===== config.mk =====
export PLATFORM = sky130hd
export DESIGN_NAME = updn_split_counter
export DESIGN_NICKNAME = d
export VERILOG_FILES = /design/src/rtl/splitcnt_pkg.sv /design/src/rtl/splitcnt_half.sv /design/src/rtl/splitcnt_datapath.sv /design/src/rtl/splitcnt_ctrl.sv /design/src/rtl/updn_split_counter.sv
export SDC_FILE = /design/constraint.sdc
export NUM_CORES = 1
export LEC_CHECK = 0
export ABC_AREA = 1
export BUFFER_PORTS_ARGS = -buffer_cell sky130_fd_sc_hd__buf_2
export CAP_MARGIN = 5
export CORE_MARGIN = 2
export CORE_UTILIZATION = 25
export CTS_CLUSTER_DIAMETER = 40
export DETAILED_ROUTE_END_ITERATION = 7
export HOLD_SLACK_MARGIN = 0.03
export PLACE_DENSITY = 0.46
export REMOVE_ABC_BUFFERS = 1
export SLEW_MARGIN = 20
export SYNTH_ARGS = -nofsm -noshare
export SYNTH_HDL_FRONTEND = slang
export SYNTH_SLANG_ARGS = --single-unit
export TNS_END_PERCENT = 10

===== constraint.sdc =====
create_clock -name clk -period 1.9 [get_ports clk]
set_clock_uncertainty 0.05 [all_clocks]
set_input_delay 0.095 -clock clk [delete_from_list [all_inputs] [get_ports clk]]
set_output_delay 0.095 -clock clk [all_outputs]
set_load 0.01 [all_outputs]

===== src/rtl/splitcnt_pkg.sv =====
`timescale 1ns/1ps
package splitcnt_pkg;
  // Strobes from control to datapath
  typedef struct packed {
    logic loadSel;   // take parallel data
    logic lowEn;     // lower half register enable
    logic upDir;     // direction for every group carry
    logic chainIn;   // carry into the first group of each half
  } cntStrobes_t;
endpackage


===== src/rtl/splitcnt_half.sv =====
`timescale 1ns/1ps
module splitcnt_half #(
  parameter int SEG_W = 8
) (
  input  logic             clk,
  input  logic             rst,
  input  logic             regEn,
  input  logic             load,
  input  logic             up,
  input  logic             carryIn,
  input  logic [SEG_W-1:0] dIn,
  output logic [SEG_W-1:0] q,
  output logic             carryOut
);
  localparam int GROUPS = SEG_W / 2;

  logic [GROUPS:0]  grpCarry;
  logic [SEG_W-1:0] toggle;

  assign grpCarry[0] = carryIn;

  for (genvar g = 0; g < GROUPS; g++) begin : gGroup
    logic lsb, msb;
    assign lsb = q[2*g];
    assign msb = q[2*g+1];
    // low bit of a group flips whenever a carry arrives
    assign toggle[2*g]   = grpCarry[g];
    // carry toward the group's upper bit
    assign toggle[2*g+1] = grpCarry[g] & (up ? lsb : ~lsb);
    // carry toward the next group
    assign grpCarry[g+1] = grpCarry[g] & (up ? (lsb & msb) : ~(lsb | msb));
  end

  assign carryOut = grpCarry[GROUPS];

  always_ff @(posedge clk or posedge rst) begin
    if (rst)        q <= '0;
    else if (regEn) q <= load ? dIn : (q ^ toggle);
  end
endmodule


===== src/rtl/splitcnt_datapath.sv =====
`timescale 1ns/1ps
module splitcnt_datapath
  import splitcnt_pkg::*;
#(
  parameter int WIDTH = 16
) (
  input  logic             clk,
  input  logic             rst,
  input  cntStrobes_t      strobes,
  input  logic [WIDTH-1:0] dIn,
  output logic [WIDTH-1:0] count,
  output logic             termCarry
);
  localparam int SEG_W = WIDTH / 2;

  logic lowCarry, highCarry, highEn;

  // upper half moves on a lower-half carry or on any load
  assign highEn = lowCarry | strobes.loadSel;

  splitcnt_half #(.SEG_W(SEG_W)) uLow (
    .clk(clk), .rst(rst), .regEn(strobes.lowEn), .load(strobes.loadSel),
    .up(strobes.upDir), .carryIn(strobes.chainIn),
    .dIn(dIn[SEG_W-1:0]), .q(count[SEG_W-1:0]), .carryOut(lowCarry)
  );

  // upper chain restarts from the enable, gated by its own register enable
  splitcnt_half #(.SEG_W(SEG_W)) uHigh (
    .clk(clk), .rst(rst), .regEn(highEn), .load(strobes.loadSel),
    .up(strobes.upDir), .carryIn(strobes.chainIn),
    .dIn(dIn[WIDTH-1:SEG_W]), .q(count[WIDTH-1:SEG_W]), .carryOut(highCarry)
  );

  assign termCarry = lowCarry & highCarry;
endmodule


===== src/rtl/splitcnt_ctrl.sv =====
`timescale 1ns/1ps
module splitcnt_ctrl
  import splitcnt_pkg::*;
(
  input  logic        cntEn,
  input  logic        loadReq,
  input  logic        countUp,
  output cntStrobes_t strobes
);
  always_comb begin
    strobes.loadSel = loadReq;
    strobes.lowEn   = cntEn | loadReq;
    strobes.upDir   = countUp;
    strobes.chainIn = cntEn;
  end
endmodule


===== src/rtl/updn_split_counter.sv =====
`timescale 1ns/1ps
module updn_split_counter
  import splitcnt_pkg::*;
#(
  parameter int WIDTH = 16
) (
  input  logic             clk,
  input  logic             rst,
  input  logic             cntEn,
  input  logic             loadReq,
  input  logic             countUp,
  input  logic [WIDTH-1:0] loadData,
  output logic [WIDTH-1:0] count,
  output logic             termCarry
);
  cntStrobes_t strobes;

  splitcnt_ctrl uCtrl (
    .cntEn(cntEn), .loadReq(loadReq), .countUp(countUp), .strobes(strobes)
  );

  splitcnt_datapath #(.WIDTH(WIDTH)) uData (
    .clk(clk), .rst(rst), .strobes(strobes), .dIn(loadData),
    .count(count), .termCarry(termCarry)
  );
endmodule


==> flow_summary.toml <==
[run_status]
outcome = "complete, no violations"

[drt]
drcViolationCount = 0
wl_per_cell_um = 11.1
drt_iter0_drc = 55
firstDrtPassIters = 4
postRouteAntennaNets = 0
vias = 1213
vias_per_cell = 4.23
routed_wl_um = 3180

[global_routing]
grt_pass1_vias = 1159
antenna_found_initial = 0
grt_overflow = 0
grt_max_degree = 17
grt_use_total_pct = 12.7
grt_pass1_wl_um = 5350

[worst_setup_path]
start_kind = "flip-flop"
criticalPathCategory = "flip-flop to output port"
cp.arrival_ns = 1.60
cp_data_required_time_ns = 1.75
cp_max_fo = 7
r2r_slack_ns = 0.30
endpoint_kind = "output port"

[floorplanning]
initial_core_util_pct = 26.0
io_pins = 38
core-area_um2 = 4720
num_rows = 25
die_h_um = 74.1
die_area_um2 = 5500
die-width_um = 74.1

[synthesis]
synth_cells = 169
ys_seq_elements = 16
ys_seq_area_share_pct = 32.6
ys_types = 33
synthesis.area_um2 = 1230
yosysWarnings = 0
syn_avg_cell_area_um2 = 7.28

[min_path]
hp-class = "input pin to flip-flop"

[final_layout]
mostFrequentLayoutCell = "nand2_1"
syn2layout_area_growth_pct = 36.1
fill_cells = 523
layout.nets = 242
finalInstanceArea_um2 = 1670
drive_gt1_share_pct = 31.8
final_cell_mix = "nand2_1 (46), buf_2 (37), nand3_1 (21)"
diodes = 0

[clocking]
cts.sinks = 16
clock-root-buffer = "clkbuf_8"
htree_levels = 1
cts_tree = "done"
cts_buffers = 3
clk_latency_ns = 0.25
cts.path.max_buffers = 2
path_clk_slew_ns = 0.07

[sta]
setup_viol = 0
worst_pin_slew_ns = 0.658
slew_headroom_pct = 56.1
clock.fmax_mhz = 573
fin_setup_tns_ns = 0
rsz0062_at_grt = "no"
slew_violations = 0
period_share_pct = 91.9
min_period_ns = 1.75
setup_slack_ns = 0.154
finalHoldViolCount = 0

[power_and_ir_drop]
netSwitchingFraction_pct = 36.0
switchingPower_mw = 0.407
p_int_mw = 0.723
p_seq_share_pct = 39.1
pwr-share-comb_pct = 32.6
pwr-share-clk_pct = 28.3
p_leak_nw = 0.819
power.density_nw_per_um2 = 675
vdd_drop_max_v = 0.000226

[placed_design]
dpl_cell_area_um2 = 1480
post-dp-hpwl_um = 2320
place.gp.congestion = 0.738
numPortBuffers = 37
dpl_worst_slack_ns = 0.335

[run]
cap_violations = 0
stage by stage:
stage                     power [mW]  hold slack, ns  util, %  instances
after detailed placement       0.797           0.193     31.4        270
after floorplan                0.673         -0.0413        -        164
after global placement         0.799           0.193     31.4        270
after CTS                       1.14          0.0547     34.7        284
after global routing            1.23          0.0420     35.4        287
final                           1.13          0.0533     35.4        287
power groups by stage:
stage / clock network (mW) / registers, mW / logic, mW
after global routing: 0.355 / 0.450 / 0.421
after detailed placement: 0 / 0.446 / 0.351
after CTS: 0.336 / 0.440 / 0.368
final: 0.320 / 0.441 / 0.369
after floorplan: 0 / 0.458 / 0.215
after global placement: 0 / 0.447 / 0.352
worst max-delay path, stage by stage (launching register included):
cell and delay, ns:
dfrtp_2 0.47, a21oi_4 0.21, nand2_4 0.10, nor2_8 0.13
nand2_2 0.09, nor4_4 0.19, buf_2 0.16
cell usage after synthesis:
cell type  count  share of area (%)
a21oi_4        1                1.3
o21ai_0        9                3.7
inv_2          1               0.30
nor4_2         1                1.0
nor3_1         1               0.41
a221o_1        1               0.81
a21oi_2        3                2.1
nand3_2        1               0.81
o211ai_1       1               0.61
xnor2_1        4                2.8
nand3_1       21                8.5
a21oi_1        4                1.6
or2_2          2                1.0
o21ai_2        1               0.71
buf_2          1               0.41
nand3_4        1                1.4
nor2_4         1               0.92
buf_4          1               0.61
o22ai_1        1               0.51
nand4_1        3                1.5
nand2_1       46                 14
nor3_2         1               0.81
nand2_2        2                1.0
nand2_4        2                1.8
nor2_8         1                1.6
nor2_1         8                2.4
xor2_1         6                4.3
nor2_2         3                1.5
clkbuf_1       2               0.61
inv_1         18                5.5
dfrtp_1       16                 33
buf_6          1               0.92
o21ai_1        4                1.6
final timing paths:
path	start	endpoint	depth (start not counted)
min in group asynchronous	rst	uData.uLow.q[5]	3
max in group asynchronous	rst	uData.uHigh.q[2]	3
min	loadData[0]	uData.uLow.q[0]	2
max	uData.uHigh.q[0]	termCarry	6
min reg2reg	uData.uHigh.q[7]	uData.uHigh.q[7]	2
max reg2reg	uData.uLow.q[0]	uData.uHigh.q[3]	9
kinds of logic after synthesis:
group,synth area share (%)
buf+inv,8.34
simple gates,39.0
flops,32.6
xor+xnor,7.12
compound gates,13.0
flip-flops by register name, summed over array words and instances (netlist names):
register / count
uData.uHigh.q: 8
uData.uLow.q: 8
final cells by class:
class	count	area, µm²	area share (%)
tap	67	83.8	5.01
multi-input combinational	129	738	44.1
clock buffer	4	55.1	3.29
sequential	16	403	24.1
inverter	19	71.3	4.26
timing repair buffer	52	323	19.3
layer usage:
metal | vias up | track usage (%) | wire, µm
li1 | 655 | - | -
met1 | 524 | 16.9 | 1560
met2 | 30 | 20.9 | 1450
met3 | 4 | 2.71 | 149
met4 | 0 | 3.64 | 31
met5 | - | 0 | 0
timing repair:
action	4_1_cts	5_1_grt
resized for setup	0	4
hold buffers	10	0
buffers inserted	0	3
setup endpoints to repair	0	1
hold endpoints to repair	25	0
(Power assumes the default switching activity.)
